==> config.mk <==
export PLATFORM = sky130hd
export DESIGN_NAME = slowtick_timer
export DESIGN_NICKNAME = d
export VERILOG_FILES = /design/src/rtl/st_pkg.sv /design/src/rtl/st_rtc.sv /design/src/rtl/st_pit.sv /design/src/rtl/st_irq.sv /design/src/rtl/slowtick_timer.sv
export SDC_FILE = /design/constraint.sdc
export NUM_CORES = 1
export LEC_CHECK = 0
export CORE_MARGIN = 3
export CORE_UTILIZATION = 52
export CTS_BUF_LIST = sky130_fd_sc_hd__clkbuf_16
export CTS_CLUSTER_DIAMETER = 100
export DETAILED_ROUTE_END_ITERATION = 12
export GPL_ROUTABILITY_DRIVEN = 1
export HOLD_SLACK_MARGIN = 0.15
export PLACE_DENSITY = 0.74
export SLEW_MARGIN = 20
export SYNTH_ARGS = -nofsm -noshare
export SYNTH_HDL_FRONTEND = slang
export SYNTH_SLANG_ARGS = --single-unit
==> constraint.sdc <==
create_clock -name clk -period 6.8 [get_ports clk]
set_clock_uncertainty 0.1 [all_clocks]
set_input_delay 1.02 -clock clk [delete_from_list [all_inputs] [get_ports clk]]
set_output_delay 1.02 -clock clk [all_outputs]
set_load 0.02 [all_outputs]
==> src/rtl/st_pkg.sv <==
package st_pkg;
  localparam int N_SRC = 4;
  localparam int BIT_PIT = 0;
  localparam int BIT_WDG = 1;
  localparam int BIT_INC = 2;
  localparam int BIT_ALM = 3;

  typedef enum logic [2:0] {
    A_STATUS = 3'd0,
    A_MSET   = 3'd1,
    A_MCLR   = 3'd2,
    A_MASK   = 3'd3,
    A_PRESC  = 3'd4,
    A_PERIOD = 3'd5,
    A_ALARM  = 3'd6,
    A_COUNT  = 3'd7
  } st_addr_e;
endpackage

==> src/rtl/st_rtc.sv <==
module st_rtc #(
  parameter int CNT_W = 20,
  parameter int PRE_W = 16
) (
  input  logic             clk,
  input  logic             rst_n,
  input  logic             tick,
  input  logic             restart,
  input  logic [PRE_W-1:0] presc,
  input  logic [CNT_W-1:0] alarm,
  output logic [CNT_W-1:0] count,
  output logic             inc_evt,
  output logic             alm_evt
);
  logic [PRE_W-1:0] phase_q;
  logic             phase_hit;

  // The last phase of a prescale window is presc-1. A prescale of 0 wraps to the full range.
  function automatic logic [PRE_W-1:0] last_phase(input logic [PRE_W-1:0] p);
    return p - PRE_W'(1);
  endfunction

  function automatic logic [CNT_W-1:0] step_count(input logic [CNT_W-1:0] c);
    return c + CNT_W'(1);
  endfunction

  assign phase_hit = (phase_q == last_phase(presc));
  assign inc_evt   = tick && phase_hit && !restart;
  assign alm_evt   = inc_evt && (step_count(count) == alarm);

  always_ff @(posedge clk) begin
    if (!rst_n || restart) begin
      phase_q <= '0;
      count   <= '0;
    end else if (tick) begin
      if (phase_hit) begin
        phase_q <= '0;
        count   <= step_count(count);
      end else begin
        phase_q <= phase_q + PRE_W'(1);
      end
    end
  end

  assert_step_R2: assert property (@(posedge clk) disable iff (!rst_n)
    inc_evt |=> count == CNT_W'($past(count) + 1'b1));
  assert_hold_R2: assert property (@(posedge clk) disable iff (!rst_n)
    (!tick && !restart) |=> $stable(count));
  assert_wrap_R3: assert property (@(posedge clk) disable iff (!rst_n)
    (inc_evt && count == '1) |=> count == '0);
  assert_alarm_hit_R5: assert property (@(posedge clk) disable iff (!rst_n)
    alm_evt |=> count == $past(alarm));
endmodule

==> src/rtl/st_pit.sv <==
module st_pit #(
  parameter int PER_W = 16
) (
  input  logic             clk,
  input  logic             rst_n,
  input  logic             tick,
  input  logic             restart,
  input  logic [PER_W-1:0] period,
  output logic             pit_evt
);
  logic [PER_W-1:0] elapsed_q;
  logic             active;
  logic             last_tick;

  function automatic logic at_end(input logic [PER_W-1:0] e, input logic [PER_W-1:0] p);
    return e == (p - PER_W'(1));
  endfunction

  assign active    = (period != '0);
  assign last_tick = active && at_end(elapsed_q, period);
  assign pit_evt   = tick && last_tick && !restart;

  always_ff @(posedge clk) begin
    if (!rst_n || restart || !active) begin
      elapsed_q <= '0;
    end else if (tick) begin
      elapsed_q <= last_tick ? '0 : elapsed_q + PER_W'(1);
    end
  end

  assert_off_R6: assert property (@(posedge clk) disable iff (!rst_n)
    (period == '0) |-> !pit_evt);
  assert_needs_tick_R6: assert property (@(posedge clk) disable iff (!rst_n)
    pit_evt |-> tick);
endmodule

==> src/rtl/st_irq.sv <==
module st_irq #(
  parameter int N = 4
) (
  input  logic         clk,
  input  logic         rst_n,
  input  logic [N-1:0] evt,
  input  logic         rd_clr,
  input  logic [N-1:0] set_m,
  input  logic [N-1:0] clr_m,
  output logic [N-1:0] status,
  output logic [N-1:0] mask,
  output logic         irq
);
  function automatic logic [N-1:0] next_status(input logic [N-1:0] s, input logic c,
                                               input logic [N-1:0] e);
    return (c ? '0 : s) | e;
  endfunction

  always_ff @(posedge clk) begin
    if (!rst_n) begin
      status <= '0;
      mask   <= '0;
    end else begin
      status <= next_status(status, rd_clr, evt);
      mask   <= (mask | set_m) & ~clr_m;
    end
  end

  assign irq = |(status & mask);

  assert_event_sets_R9: assert property (@(posedge clk) disable iff (!rst_n)
    (evt != '0) |=> (status & $past(evt)) == $past(evt));
  assert_read_clears_R9: assert property (@(posedge clk) disable iff (!rst_n)
    rd_clr |=> (status & ~$past(evt)) == '0);
  assert_mask_set_R10: assert property (@(posedge clk) disable iff (!rst_n)
    (set_m != '0 && clr_m == '0) |=> (mask & $past(set_m)) == $past(set_m));
  assert_mask_idle_R10: assert property (@(posedge clk) disable iff (!rst_n)
    (set_m == '0 && clr_m == '0) |=> $stable(mask));
endmodule

==> src/rtl/slowtick_timer.sv <==
module slowtick_timer #(
  parameter int CNT_W   = 20,
  parameter int PRE_W   = 16,
  parameter int PER_W   = 16,
  parameter int PRE_RST = 32768,
  parameter int ADDR_W  = 3,
  parameter int DATA_W  = 32
) (
  input  logic              clk,
  input  logic              rst_n,
  input  logic              slow_tick,
  input  logic              wdog_ovf,
  input  logic [ADDR_W-1:0] addr,
  input  logic              wr_en,
  input  logic              rd_en,
  input  logic [DATA_W-1:0] wdata,
  output logic [DATA_W-1:0] rdata,
  output logic              irq
);
  import st_pkg::*;

  localparam int N = N_SRC;

  logic [PRE_W-1:0] presc_q;
  logic [PER_W-1:0] period_q;
  logic [CNT_W-1:0] alarm_q;
  logic [CNT_W-1:0] count;
  logic [N-1:0]     status, mask, evt, set_m, clr_m;
  logic             inc_evt, alm_evt, pit_evt;
  logic             wr_presc, wr_period, wr_alarm, rd_status;
  logic             unused_wdata;
  st_addr_e         a;

  assign a         = st_addr_e'(addr[2:0]);
  assign wr_presc  = wr_en && (a == A_PRESC);
  assign wr_period = wr_en && (a == A_PERIOD);
  assign wr_alarm  = wr_en && (a == A_ALARM);
  assign rd_status = rd_en && (a == A_STATUS);
  assign set_m     = (wr_en && a == A_MSET) ? wdata[N-1:0] : '0;
  assign clr_m     = (wr_en && a == A_MCLR) ? wdata[N-1:0] : '0;
  assign unused_wdata = ^wdata;

  always_ff @(posedge clk) begin
    if (!rst_n) begin
      presc_q  <= PRE_W'(PRE_RST);
      period_q <= '0;
      alarm_q  <= '0;
    end else begin
      if (wr_presc)  presc_q  <= wdata[PRE_W-1:0];
      if (wr_period) period_q <= wdata[PER_W-1:0];
      if (wr_alarm)  alarm_q  <= wdata[CNT_W-1:0];
    end
  end

  st_rtc #(.CNT_W(CNT_W), .PRE_W(PRE_W)) u_rtc (
    .clk(clk), .rst_n(rst_n), .tick(slow_tick), .restart(wr_presc),
    .presc(presc_q), .alarm(alarm_q), .count(count),
    .inc_evt(inc_evt), .alm_evt(alm_evt)
  );

  st_pit #(.PER_W(PER_W)) u_pit (
    .clk(clk), .rst_n(rst_n), .tick(slow_tick), .restart(wr_period),
    .period(period_q), .pit_evt(pit_evt)
  );

  always_comb begin
    evt = '0;
    evt[BIT_PIT] = pit_evt;
    evt[BIT_WDG] = wdog_ovf;
    evt[BIT_INC] = inc_evt;
    evt[BIT_ALM] = alm_evt;
  end

  st_irq #(.N(N)) u_irq (
    .clk(clk), .rst_n(rst_n), .evt(evt), .rd_clr(rd_status),
    .set_m(set_m), .clr_m(clr_m), .status(status), .mask(mask), .irq(irq)
  );

  always_comb begin
    case (a)
      A_STATUS: rdata = DATA_W'(status);
      A_MASK:   rdata = DATA_W'(mask);
      A_PRESC:  rdata = DATA_W'(presc_q);
      A_PERIOD: rdata = DATA_W'(period_q);
      A_ALARM:  rdata = DATA_W'(alarm_q);
      A_COUNT:  rdata = DATA_W'(count);
      default:  rdata = '0;
    endcase
  end

  assert_wdog_R8: assert property (@(posedge clk) disable iff (!rst_n)
    wdog_ovf |=> status[BIT_WDG]);
  assert_inc_flag_R7: assert property (@(posedge clk) disable iff (!rst_n)
    inc_evt |=> status[BIT_INC]);
  assert_irq_needs_mask_R11: assert property (@(posedge clk) disable iff (!rst_n)
    (mask == '0) |-> !irq);
  assert_count_ext_R4: assert property (@(posedge clk) disable iff (!rst_n)
    (a == A_COUNT) |-> (rdata >> CNT_W) == '0);
endmodule

==> out/results.ini <==
[global_route]
grt-ovfl-total=0
grt_pass1_vias=5999
grt_pass1_wl_mm=31.8
grt_util_met1_pct=37.1
gr-max-usage-layer=met2
antenna_found_initial=0
grt_start_max_net_pins=62
grt_use_total_pct=26.3
gr-usage-met2_pct=41.6
met3_usage_pct=5.40

[die]
rows=42
initial_utilization_pct=53.7
core_area_mm2=0.0134
die_area_mm2=0.0153
fp.dieH_um=124
io_pins=74
dieWidth_um=124

[sta]
slew_viol_final=0
slew-limit-headroom_pct=23.1
final_hold_viol_count=0
timing.final.ws_setup_ps=2160
worst_pin_slew_ps=1150
fin_crit_sh_pct=68.2
setup_violations=0
fmax_mhz=216
rsz0062_at_grt=false
layout_min_cycle_time_ps=4640
hold_slack_ps=395
tns_ps=0

[critical_path]
critPathLaunchType=input pin
critical_path_required_ps=5680
cp-end-kind=output pin
path_common_cell=clkdlybuf4s50_1
crit_type=input pin to output pin
crit_path_top_delay_cell=clkdlybuf4s50_1
worstPathCellList=clkdlybuf4s50_1 -> nor2b_1 -> a22o_1 -> a221o_1 -> clkdlybuf4s50_1
arrival_ps=3520
worst_path_largest_cell_delay_ps=1110
reg2regPathDepth=10
path_max_fanout=22

[finish]
antenna_cells=0
fill_cells=1234
final-instance-count-excl-fill=1079
areaGrowthSynthToFinish_pct=10.6
nNetsFinal=946
drive_above_1_share_pct=5.32

[place]
hpwlAfterDp_mm=14.3
place_ws_ps=2160
gp_congestion=0.945
post-place-cells=1064
numPortBuffers=49

[clocking]
htreeDepth=3
cts.sinks=112
numCtsBuffers=9
postCtsHoldBufs=0
clock_latency_ps=360
clkTransAtPathRegs_ps=70
clk_path_buf_depth=2
tritoncts=built
cts_root_buffer=clkbuf_16
cts-resized-gates=0
cts_setup_buffers=0

[status]
status=finished, final reports clean

[detailed_routing]
num_vias=6645
drc_errors=0
avgViaCountPerCell=6.16
ant_nets=0
routedWlPerCell_um=18.3
routed_wl_mm=19.8
dr.pass1.iters=5
drt-initial-drc-count=658

[yosys]
synth_area_mm2=0.00720
ys_types=65
syn_avg_cell_area_um2=8.04
synthFlopType=dfxtp_1
yosysWarnings=0
async_reset_ff_share_pct=0
ys_ff_latch=112
postSynthCellCount=895
synth-edff-count=0
seq_area_frac_synth_pct=31.2

[hold_path]
hold_path_depth=2
hold_path_class=flip-flop to flip-flop

[power]
p_leak_uw=0.00267
ir_drop_uv=130
power_density_mw_per_mm2=171

[run]
drv_cap=0

registers in the layout, indices dropped and copies added (netlist names):
signal / count
alarm_q: 20
u_rtc.count: 20
period_q: 16
presc_q: 16
u_pit.elapsed_q: 16
u_rtc.phase_q: 16
u_irq.mask: 4
u_irq.status: 4
report_power, final:
group          switching [uW]  internal [uW]
sequential               16.2            664
clock                     244            282
combinational            89.6           66.8
worst paths after layout:
path / slack, ps / end / from
setup / recovery: 2160 / rdata[2] / addr[1]
hold / removal: 400 / alarm_q[19] / alarm_q[19]
setup reg to reg: 2760 / u_irq.status[2] / presc_q[0]
hold reg to reg: 400 / alarm_q[19] / alarm_q[19]
placed cells by master (no fill, tap or decap), types with 24 or more instances in the layout:
| master | n |
|---|---|
| nand3_1 | 30 |
| a21oi_1 | 39 |
| nor3_1 | 40 |
| and2_1 | 24 |
| clkdlybuf4s50_1 | 49 |
| nor2_1 | 32 |
| dfxtp_1 | 112 |
| xor2_1 | 40 |
| a21boi_0 | 51 |
| xnor2_1 | 45 |
| nand2_1 | 155 |
final cells by class:
cell class	count	area, um2	share of cell area [%]
Inverter	16	60.1	0.754
Tap cell	176	220	2.77
Clock inverter	6	61.3	0.770
Sequential cell	112	2240	28.2
Timing Repair Buffer	57	551	6.91
Clock buffer	9	225	2.83
Multi-Input combinational cell	703	4600	57.8
logic make-up (layout without fill, tap and decap cells):
family | after synthesis | after routing | synth area share [%]
adder cells (fa/ha/maj) | 6 | 6 | 1.04
multiplexers | 26 | 26 | 6.24
AND/OR/NAND/NOR | 399 | 399 | 28.3
buffers and inverters | 91 | 88 | 5.62
other | 1 | 12 | 0.0521
AO/OA/AOI/OAI | 175 | 175 | 17.2
XOR/XNOR | 85 | 85 | 10.3
flip-flops | 112 | 112 | 31.2
cells in the mapped netlist, drive strengths merged (4+ instances only):
master | instances | share of area, %
nor2 | 32 | 1.7
mux4 | 15 | 4.7
xnor2 | 45 | 5.5
a22oi | 5 | 0.52
nor3b | 7 | 0.73
o211ai | 5 | 0.52
or3 | 7 | 0.61
clkbuf | 51 | 2.7
ha | 6 | 1.0
nand3 | 30 | 2.1
nor4 | 12 | 1.3
and4 | 5 | 0.61
nand4b | 4 | 0.49
buf | 24 | 2.1
and2 | 24 | 2.1
nand2 | 155 | 8.1
or4 | 21 | 2.2
and3 | 18 | 1.6
nand4 | 22 | 1.9
xor2 | 40 | 4.9
nor3 | 43 | 3.1
o31ai | 18 | 1.9
o21ai | 12 | 0.83
inv | 16 | 0.83
a2111o | 4 | 0.63
a31oi | 8 | 0.70
a21boi | 51 | 5.3
nor2b | 8 | 0.70
mux2i | 10 | 1.4
dfxtp | 112 | 31
a21oi | 39 | 2.7
metrics by stage:
stage | util (%) | power, uW | cell area (um2)
after floorplan | - | 800 | 7240
after global placement | 57.2 | 847 | 7670
after detailed placement | 57.2 | 849 | 7670
after CTS | 59.4 | 1370 | 7960
after global routing | 59.4 | 1410 | 7960
final | 59.4 | 1360 | 7960
critical path: cells and delay by family:
family,cells,cell delay [ps]
buffers and inverters,2,1660
and+or+nand+nor,1,220
AOI/OAI and AO/OA,2,600
metal layers:
metal | up-vias | share of wire (%)
li1 | 3203 | -
met1 | 3163 | 45
met2 | 252 | 47
met3 | 27 | 6.8
met4 | 0 | 1.5
met5 | - | 0
No activity file was read; power rests on OpenSTA's default activity.
